## src/rtl/flash_guard_pkg.sv

```systemverilog
package flash_guard_pkg;
  typedef enum logic [1:0] {
    KIND_FETCH = 2'd0,
    KIND_READ  = 2'd1,
    KIND_WRITE = 2'd2,
    KIND_ERASE = 2'd3
  } req_kind_e;

  typedef struct packed {
    logic fwd;
    logic zeroData;
    logic flagViol;
    logic progWp;
    logic progRp;
    logic restore;
    logic loadWords;
  } guard_strobe_t;
endpackage

```

## src/rtl/fg_ctrl.sv

```systemverilog
module fg_ctrl
  import flash_guard_pkg::*;
#(
  parameter int ADDR_W      = 18,
  parameter int REGION_BITS = 14,
  parameter int BASE_REGION = 2,
  parameter int NUM_REGIONS = 8,
  parameter int SECTOR_BITS = 12,
  parameter int WP_ADDR     = 'h27FFC,
  parameter int RP_ADDR     = 'h27FFE
) (
  input  logic                   reqValid,
  input  logic [1:0]             reqKind,
  input  logic [ADDR_W-1:0]      reqAddr,
  input  logic                   dbgOverride,
  input  logic                   loadValid,
  input  logic [NUM_REGIONS-1:0] wpWord,
  input  logic [NUM_REGIONS-1:0] rpWord,
  output guard_strobe_t          strobe
);
  localparam int IDX_W  = ADDR_W - REGION_BITS;
  localparam int LOC_W  = $clog2(NUM_REGIONS);
  localparam logic [ADDR_W-1:0] WP_A = ADDR_W'(WP_ADDR);
  localparam logic [ADDR_W-1:0] RP_A = ADDR_W'(RP_ADDR);
  localparam logic [IDX_W-1:0] IDX_LO = IDX_W'(BASE_REGION);
  localparam logic [IDX_W-1:0] IDX_HI = IDX_W'(BASE_REGION + NUM_REGIONS - 1);

  logic [IDX_W-1:0]       regionIdx;
  logic [LOC_W-1:0]       locIdx;
  logic                   inWindow;
  logic [NUM_REGIONS-1:0] wrOpen;
  logic [NUM_REGIONS-1:0] rdOpen;
  logic                   wrOk, rdOk, protSector;
  req_kind_e              kind;

  assign regionIdx = reqAddr[ADDR_W-1:REGION_BITS];
  assign inWindow  = (regionIdx >= IDX_LO) && (regionIdx <= IDX_HI);
  assign locIdx    = LOC_W'(regionIdx - IDX_LO);
  assign kind      = req_kind_e'(reqKind);

  // Reserved bits: top write bit and bottom read bit never protect.
  for (genvar g = 0; g < NUM_REGIONS; g++) begin : g_region
    if (g == NUM_REGIONS - 1) begin : g_wrRsv
      assign wrOpen[g] = 1'b1;
    end else begin : g_wrBit
      assign wrOpen[g] = wpWord[g];
    end
    if (g == 0) begin : g_rdRsv
      assign rdOpen[g] = 1'b1;
    end else begin : g_rdBit
      assign rdOpen[g] = rpWord[g];
    end
  end

  assign wrOk = dbgOverride || !inWindow || wrOpen[locIdx];
  assign rdOk = dbgOverride || !inWindow || rdOpen[locIdx];
  assign protSector = (reqAddr[ADDR_W-1:SECTOR_BITS] == WP_A[ADDR_W-1:SECTOR_BITS]);

  always_comb begin
    strobe = '0;
    strobe.loadWords = loadValid;
    if (reqValid) begin
      unique case (kind)
        KIND_FETCH: strobe.fwd = 1'b1;
        KIND_READ: begin
          strobe.fwd      = rdOk;
          strobe.zeroData = !rdOk;
          strobe.flagViol = !rdOk;
        end
        KIND_WRITE: begin
          strobe.fwd      = wrOk;
          strobe.flagViol = !wrOk;
          strobe.progWp   = wrOk && (reqAddr == WP_A);
          strobe.progRp   = wrOk && (reqAddr == RP_A);
        end
        KIND_ERASE: begin
          strobe.fwd      = wrOk || protSector;
          strobe.flagViol = !(wrOk || protSector);
          strobe.restore  = protSector;
        end
        default: strobe = '0;
      endcase
    end
  end

  // At most one kind of word update per request
  always_comb begin
    a_single_update_r8: assert ($countones({strobe.progWp, strobe.progRp, strobe.restore}) <= 1);
  end
endmodule

```

## src/rtl/fg_datapath.sv

```systemverilog
module fg_datapath
  import flash_guard_pkg::*;
#(
  parameter int DATA_W      = 16,
  parameter int NUM_REGIONS = 8
) (
  input  logic                   clk,
  input  logic                   rst_n,
  input  guard_strobe_t          strobe,
  input  logic [NUM_REGIONS-1:0] progData,
  input  logic [NUM_REGIONS-1:0] loadWp,
  input  logic [NUM_REGIONS-1:0] loadRp,
  input  logic [DATA_W-1:0]      flRData,
  output logic [DATA_W-1:0]      cpuRData,
  output logic [NUM_REGIONS-1:0] wpWord,
  output logic [NUM_REGIONS-1:0] rpWord,
  output logic                   violation,
  output logic                   bootFail
);
  localparam logic [NUM_REGIONS-1:0] WP_RSV = {1'b1, {(NUM_REGIONS-1){1'b0}}};
  localparam logic [NUM_REGIONS-1:0] ALL1   = '1;

  always_ff @(posedge clk) begin
    if (!rst_n) begin
      wpWord    <= ALL1;
      rpWord    <= ALL1;
      violation <= 1'b0;
    end else begin
      violation <= strobe.flagViol;
      if (strobe.loadWords) begin
        wpWord <= loadWp | WP_RSV;
        rpWord <= loadRp;
      end else if (strobe.restore) begin
        wpWord <= ALL1;
        rpWord <= ALL1;
      end else begin
        if (strobe.progWp) wpWord <= wpWord & (progData | WP_RSV);
        if (strobe.progRp) rpWord <= rpWord & progData;
      end
    end
  end

  assign cpuRData = strobe.zeroData ? '0 : flRData;
  assign bootFail = !rpWord[0];

  p_restore_r6: assert property (@(posedge clk) disable iff (!rst_n)
    strobe.restore && !strobe.loadWords |=> (wpWord == ALL1) && (rpWord == ALL1));
  p_wp_reserved_r8: assert property (@(posedge clk) disable iff (!rst_n)
    strobe.progWp |=> wpWord[NUM_REGIONS-1]);
  p_prog_clears_only_r8: assert property (@(posedge clk) disable iff (!rst_n)
    strobe.progRp && !strobe.loadWords |=> (rpWord & ~$past(rpWord)) == '0);
  p_load_r11: assert property (@(posedge clk) disable iff (!rst_n)
    strobe.loadWords |=> rpWord == $past(loadRp));
endmodule

```

## src/rtl/flash_guard.sv

```systemverilog
module flash_guard
  import flash_guard_pkg::*;
#(
  parameter int ADDR_W      = 18,
  parameter int DATA_W      = 16,
  parameter int REGION_BITS = 14,
  parameter int BASE_REGION = 2,
  parameter int NUM_REGIONS = 8,
  parameter int SECTOR_BITS = 12,
  parameter int WP_ADDR     = 'h27FFC,
  parameter int RP_ADDR     = 'h27FFE
) (
  input  logic              clk,
  input  logic              rst_n,
  input  logic              reqValid,
  input  logic [1:0]        reqKind,
  input  logic [ADDR_W-1:0] reqAddr,
  input  logic [DATA_W-1:0] reqWData,
  output logic [DATA_W-1:0] cpuRData,
  input  logic              dbgOverride,
  input  logic              loadValid,
  input  logic [7:0]        loadWp,
  input  logic [7:0]        loadRp,
  output logic              flReqValid,
  output logic [1:0]        flKind,
  output logic [ADDR_W-1:0] flAddr,
  output logic [DATA_W-1:0] flWData,
  input  logic [DATA_W-1:0] flRData,
  output logic              violation,
  output logic              bootFail
);
  localparam logic [ADDR_W-1:0] WIN_LO = ADDR_W'(BASE_REGION << REGION_BITS);
  localparam logic [ADDR_W-1:0] WIN_HI = ADDR_W'(((BASE_REGION + NUM_REGIONS) << REGION_BITS) - 1);

  guard_strobe_t          strobe;
  logic [NUM_REGIONS-1:0] wpWord, rpWord;

  fg_ctrl #(
    .ADDR_W(ADDR_W), .REGION_BITS(REGION_BITS), .BASE_REGION(BASE_REGION),
    .NUM_REGIONS(NUM_REGIONS), .SECTOR_BITS(SECTOR_BITS),
    .WP_ADDR(WP_ADDR), .RP_ADDR(RP_ADDR)
  ) u_ctrl (
    .reqValid(reqValid), .reqKind(reqKind), .reqAddr(reqAddr),
    .dbgOverride(dbgOverride), .loadValid(loadValid),
    .wpWord(wpWord), .rpWord(rpWord), .strobe(strobe)
  );

  fg_datapath #(.DATA_W(DATA_W), .NUM_REGIONS(NUM_REGIONS)) u_dp (
    .clk(clk), .rst_n(rst_n), .strobe(strobe),
    .progData(reqWData[NUM_REGIONS-1:0]),
    .loadWp(loadWp[NUM_REGIONS-1:0]), .loadRp(loadRp[NUM_REGIONS-1:0]),
    .flRData(flRData), .cpuRData(cpuRData),
    .wpWord(wpWord), .rpWord(rpWord),
    .violation(violation), .bootFail(bootFail)
  );

  assign flReqValid = strobe.fwd;
  assign flKind     = reqKind;
  assign flAddr     = reqAddr;
  assign flWData    = reqWData;

  p_fetch_r4: assert property (@(posedge clk) disable iff (!rst_n)
    reqValid && reqKind == KIND_FETCH |-> flReqValid && cpuRData == flRData);
  p_zero_r3: assert property (@(posedge clk) disable iff (!rst_n)
    reqValid && reqKind == KIND_READ && !flReqValid |-> cpuRData == '0);
  p_debug_r7: assert property (@(posedge clk) disable iff (!rst_n)
    reqValid && dbgOverride |-> flReqValid);
  p_outside_r5: assert property (@(posedge clk) disable iff (!rst_n)
    reqValid && (reqAddr < WIN_LO || reqAddr > WIN_HI) |-> flReqValid);
  p_viol_source_r10: assert property (@(posedge clk) disable iff (!rst_n)
    reqValid && !flReqValid |=> violation);
  p_viol_idle_r10: assert property (@(posedge clk) disable iff (!rst_n)
    !reqValid |=> !violation);
endmodule

```

## config.mk

```make
export PLATFORM = sky130hd
export DESIGN_NAME = flash_guard
export DESIGN_NICKNAME = d
export VERILOG_FILES = /design/src/rtl/flash_guard_pkg.sv /design/src/rtl/fg_ctrl.sv /design/src/rtl/fg_datapath.sv /design/src/rtl/flash_guard.sv
export SDC_FILE = /design/constraint.sdc
export NUM_CORES = 1
export LEC_CHECK = 0
export ABC_CLOCK_PERIOD_IN_PS = 5110
export BUFFER_PORTS_ARGS = -buffer_cell sky130_fd_sc_hd__buf_2
export CORE_MARGIN = 1.5
export CORE_UTILIZATION = 43
export CTS_CLUSTER_SIZE = 12
export DETAILED_ROUTE_END_ITERATION = 8
export PLACE_DENSITY = 0.86
export SLEW_MARGIN = 5
export SYNTH_ARGS = -nofsm -noshare
export SYNTH_HDL_FRONTEND = slang
export SYNTH_SLANG_ARGS = --single-unit
```

## constraint.sdc

```tcl
create_clock -name clk -period 5.11 [get_ports clk]
set_input_delay 1.533 -clock clk [delete_from_list [all_inputs] [get_ports clk]]
set_output_delay 1.533 -clock clk [all_outputs]
set_load 0.01 [all_outputs]
```

# [Word level (Yosys, flattened, before mapping)]
# Index checks and enable logic that the tools add are counted.
[totals] register_bits=17 output_inout_bits=55 elab_cells=51
[op_classes] addsub=1 magnitude_cmp=3 n_eq_ne=6 muxes=17 bitwise=3 reduce_logical=17
[op_table] operator="$eq A18 B18 Y1 const B" n=2
[op_table] operator="$mux W7" n=4
[op_table] operator="$mux W8" n=3
[op_table] operator="$and A8 B8 Y8" n=2
[op_table] operator="$mux W16" n=1
[op_table] operator="$bmux W1 S3" n=2
[op_table] operator="$eq A6 B6 Y1 const B" n=1
[op_table] operator="$reduce_bool A3 Y1" n=2
[op_table] operator="$logic_not A1 Y1" n=5
[op_table] operator="$eq A2 B2 Y1 const B" n=2
[op_table] operator="$ge A4 B2 Y1 const B" n=1
[op_table] operator="$le A4 B4 Y1 const B" n=1
[op_table] operator="$logic_or A1 B1 Y1" n=4
[op_table] operator="$lt A3 B4 Y1 const B" n=1
[op_table] operator="$mux W1" n=4
[op_table] operator="$pmux W1 S4" n=1
[op_table] operator="$logic_and A1 B1 Y1" n=3
[op_table] operator="$pmux W1 S3" n=1
[op_table] operator="$reduce_or A3 Y1" n=1
[op_table] operator="$sub A3 B2 Y3 const B" n=1
[op_table] operator="$eq A2 B1 Y1 const B" n=1
[op_table] operator="$logic_not A2 Y1" n=1
[op_table] operator="$mux W2" n=1
[op_table] operator="$reduce_and A2 Y1" n=1
[op_table] operator="$not A1 Y1" n=1

# [Logic depth before layout (Yosys ltp)]
[logic_depth] ltp_word=12 depth_mapped=7 mapped_depth_nobuf=4

# [Modules after synthesis]
# From an unflattened synthesis, not the netlist that was laid out.
[unflattened] cells_unflattened=175 hier_area_um2=1338.8
[by_module_without_submodules] module="fg_datapath" instances=1 cells_each=104 area_per_inst_um2=803.3
[by_module_without_submodules] module="flash_guard" instances=1 cells_each=36 area_per_inst_um2=270.3
[by_module_without_submodules] module="fg_ctrl" instances=1 cells_each=35 area_per_inst_um2=265.3

# [Worst setup path before layout]
# OpenSTA, ideal clock, no wires.
[synth_path] path_kind="input -> output" start="in reqAddr[14]" end="out cpuRData[10]" t_arrival_ns=2.700 required_ns=3.577 setup_slack_ns=0.877 path_stages=6 path_cell_list="buf_6 > mux2_4 > a221oi_4 > nand4_2 > buf_6 > and2_1"
[synth_via] elab_chain_len=9 word_cells_on_any_way=13 classes_between="add/sub (1); order compare (2); mux (5); reduce/logical (5)"
[synth_lines] element="start, declared" line_no="flash_guard.sv:17" rtl="input logic [ADDR_W-1:0] reqAddr,"
[synth_lines] element="parallel branches: the longest is 4 deep, another holds $sub A3 B2 Y3"
[synth_lines] element="$logic_or A1 B1 Y1 *" line_no="fg_ctrl.sv:56" rtl="assign rdOk = dbgOverride || !inWindow || rdOpen[locIdx];"
[synth_lines] element="$logic_not A1 Y1 *" line_no="fg_ctrl.sv:67" rtl="strobe.zeroData = !rdOk;"
[synth_lines] element="$mux W1 *" line_no="fg_ctrl.sv:63" rtl="unique case (kind)"
[synth_lines] element="$mux W7 *" line_no="fg_ctrl.sv:62" rtl="if (reqValid) begin"
[synth_lines] element="$mux W16 *" line_no="fg_datapath.sv:43" rtl="assign cpuRData = strobe.zeroData ? '0 : flRData;"
[synth_lines] element="end, declared" line_no="flash_guard.sv:19" rtl="output logic [DATA_W-1:0] cpuRData,"
# Every way passes the cells marked *. The select of a mux whose other input is x is not followed.

# [Final worst setup path]
[layout_path] start="in reqAddr[14]" end="out cpuRData[2]"
# The elaborated chain is that of the path after synthesis.

==> flow_summary.json <==
{
  "leakagePower_nw": 0.9981,
  "final.setup_skew_ns": 0.001024,
  "hold_class": "flip-flop to flip-flop",
  "critPathTopFamily": "simple AND/OR/NAND/NOR gates",
  "crit_type": "input port to primary output",
  "synth_top_area_share_pct": 19.56,
  "power.density_mw_per_mm2": 195.5,
  "grt_usage_pct": 18.80,
  "synthArstFlopShare_pct": 0,
  "rsz0062_at_grt": "no",
  "crit_top_cell": "buf_2",
  "hold_end": "u_dp.rpWord[0]$_SDFFE_PN1P_",
  "clock_latency_ns": 0.25,
  "cts_made_buffers": 3,
  "crit_path_end_kind": "primary output",
  "synth-edff-count": 0,
  "yosysWarningCount": 0,
  "drc": 0,
  "slew_violations": 0,
  "cts_max_path_buffers": 2,
  "maxCapViolations": 0,
  "worstSetupStartpointType": "input port",
  "port_buffers": 110,
  "drt_iter0_drc": 21,
  "wl_per_cell_microns": 12.64,
  "grt_antenna_before_repair": 0,
  "syn_inst": 208,
  "worstHoldPathCells": 2,
  "diodes": 0,
  "gp_congestion": 0.7203,
  "h-tree-depth": 1,
  "cp_slowest_stage_delay_ns": 0.54,
  "dp_hpwl_microns": 3288,
  "final_util_pct": 53.28,
  "fin_nets": 347,
  "synth_top_flop_cell": "dfxtp_1",
  "final_area_sq_mm": 0.001951,
  "clock.fmax_mhz": 217.7,
  "io_pins": 128,
  "via_count": 1585,
  "path_buf_inv": 2,
  "yosys.area.top_type": "dfxtp_1",
  "setup_tns_ns": 0,
  "final_cell_count_no_fill": 321,
  "seq_area_frac_synth_pct": 19.56,
  "fp.dieArea_sq_mm": 0.004188,
  "synthesis.area_sq_mm": 0.001638,
  "cts_resized": 0,
  "path_clk_slew_ns": 0.06,
  "finalSetupViolations": 0,
  "crit_required_ns": 3.58,
  "crit_chain": "buf_2 > mux4_2 > nand2b_2 > nand4_2 > and2_1 > buf_2",
  "root_buffer": "clkbuf_8",
  "drive_gt1_share_pct": 45.42,
  "drtAntennaViolNets": 0,
  "critical_path.max_fanout": 16,
  "status": "finished clean",
  "fp.dieW_microns": 64.72,
  "syn_nets": 281,
  "p_total_mw": 0.3813,
  "tightest_slew_ns": 0.5832,
  "post-route-period-util_pct": 89.88,
  "core_sq_mm": 0.003661,
  "rr_startpoint": "u_dp.wpWord[0]$_SDFFE_PN1P_",
  "start_util_pct": 44.74,
  "fin_crit_ns": 4.593,
  "rows": 22,
  "grt_pass1_wl_microns": 6244,
  "dp_cells": 317,
  "clock_sink_count": 16,
  "grt_max_degree": 33,
  "synth.avg_cell_area_sq_um": 7.874,
  "grt_pass1_vias": 1394,
  "synthTopCellsByArea": "dfxtp_1 (20%), buf_4 (17%), mux2i_1 (9.2%)",
  "max_slew_margin_pct": 61.09,
  "ir_drop_mv": 0.1057,
  "post_drt_via_cell_ratio": 4.938,
  "fp.dieH_microns": 64.72,
  "rr_endpoint": "u_dp.violation$_SDFF_PN0_",
  "postCtsSetupBuffers": 0,
  "grt_overflow_total": 0,
  "cpMaxStageDelayCell": "mux4_2",
  "ff2ff_setup_slack_ns": 3.87,
  "nFillCells": 362,
  "first_pass_iters": 4,
  "totalWireLength_microns": 4058,
  "cp_data_arrival_time_ns": 3.06,
  "cts_hold_buf": 0,
  "r2r_cells": 4,
  "finalHoldViolations": 0,
  "synth-seq-cells": 16,
  "syn_to_final_growth_pct": 19.10,
  "yosysUniqueCellTypes": 35,
  "placed_area_sq_mm": 0.001896,
  "cts_tree": "yes",
  "worstHoldStart": "u_dp.rpWord[0]$_SDFFE_PN1P_"
}
[where the power goes]
group	leakage, nW	internal, mW	switching (mW)
clock network	0.0288	0.0685	0.0458
registers	0.133	0.135	0.00828
logic	0.836	0.0620	0.0615
total	0.998	0.266	0.116
[cell families after synthesis]
logic type | synth area share (%)
simple gates | 32.09
buf+inv | 21.77
compound gates | 12.53
mux | 13.52
flops | 19.56
xor+xnor | 0.5349
[per-layer routing]
layer	global-route usage, %	part of all wire (%)	routed length (microns)	vias to the layer above
met2	35.31	50	2039	77
met3	2.604	7.4	299	7
met5	0	0	0	-
met1	21.06	40	1631	703
li1	-	-	-	798
met4	7.447	2.2	89	0
[flip-flops by register name (all words and copies together), names as in the netlist]
name / count
u_dp.violation: 1
u_dp.wpWord: 7
u_dp.rpWord: 8
[worst reg2reg max path, stage by stage (launching register included)]
cell	delay, ns
dfxtp_1	0.33
mux4_2	0.46
nand2_1	0.08
nand4_1	0.11
a21oi_1	0.19
[final cells by class]
class	count	area, sq um	share of cell area (%)
Multi-Input combinational cell	142	960.9	49.26
Timing Repair Buffer	110	550.5	28.22
Sequential cell	16	320.3	16.42
Tap cell	48	60.06	3.079
Clock buffer	4	55.05	2.822
Inverter	1	3.754	0.1924
[Yosys cell counts, types with 2 or more instances]
cell type / count
buf_4: 36
nand2_1: 32
nor2b_1: 17
and2_1: 16
dfxtp_1: 16
nor2_1: 16
o211ai_1: 16
mux2i_1: 15
clkbuf_1: 6
buf_6: 4
buf_2: 3
nand3_1: 3
nand4_1: 3
mux4_2: 2
nor3_1: 2
o31a_1: 2
[stage by stage]
step | hold WS, ns | setup slack [ns]
CTS | 0.5464 | 0.4733
global route | 0.5741 | 0.4124
finish | 0.5395 | 0.5172
floorplan | 0.4932 | 0.8774
detailed placement | 0.5378 | 0.4709
global placement | 0.5169 | 0.5104
[worst max path at each step]
stage	from	endpoint	slack, ns	cells after the start
4_1_cts	reqAddr[14]	cpuRData[2]	0.47	6
5_1_grt	reqAddr[14]	cpuRData[4]	0.41	6
3_5_place_dp	reqAddr[14]	cpuRData[2]	0.47	6
6_report	reqAddr[14]	cpuRData[2]	0.52	6
2_1_floorplan	reqAddr[14]	cpuRData[10]	0.88	6
3_3_place_gp	reqAddr[14]	cpuRData[12]	0.51	6
[cells in the final DEF, fill, tap and decap left out]
cell       Yosys  layout
and4b_1        1       1
or2b_1         1       1
mux4_2         2       2
o211ai_1      16      16
inv_1          1       1
mux2i_1       15      15
nor2_1        16      16
nor3_1         2       2
nand4_1        3       3
nand4bb_1      1       1
buf_2          3     110
xor2_1         1       1
o31a_1         2       2
mux2_2         1       1
and4bb_1       1       1
nor2b_1       17      17
a221oi_4       1       1
nand4_2        1       1
and4_1         1       1
and3_1         1       1
or3_4          1       1
o21a_1         1       1
nand3_1        3       3
o21ai_4        1       1
mux2_4         1       1
and2_1        16      16
nand2_1       32      32
nand2b_2       1       1
a21oi_1        1       1
dfxtp_1       16      16
a31oi_2        1       1
clkbuf_8       0       4
nand2b_1       1       1
Power figures use the tool's default switching activity.
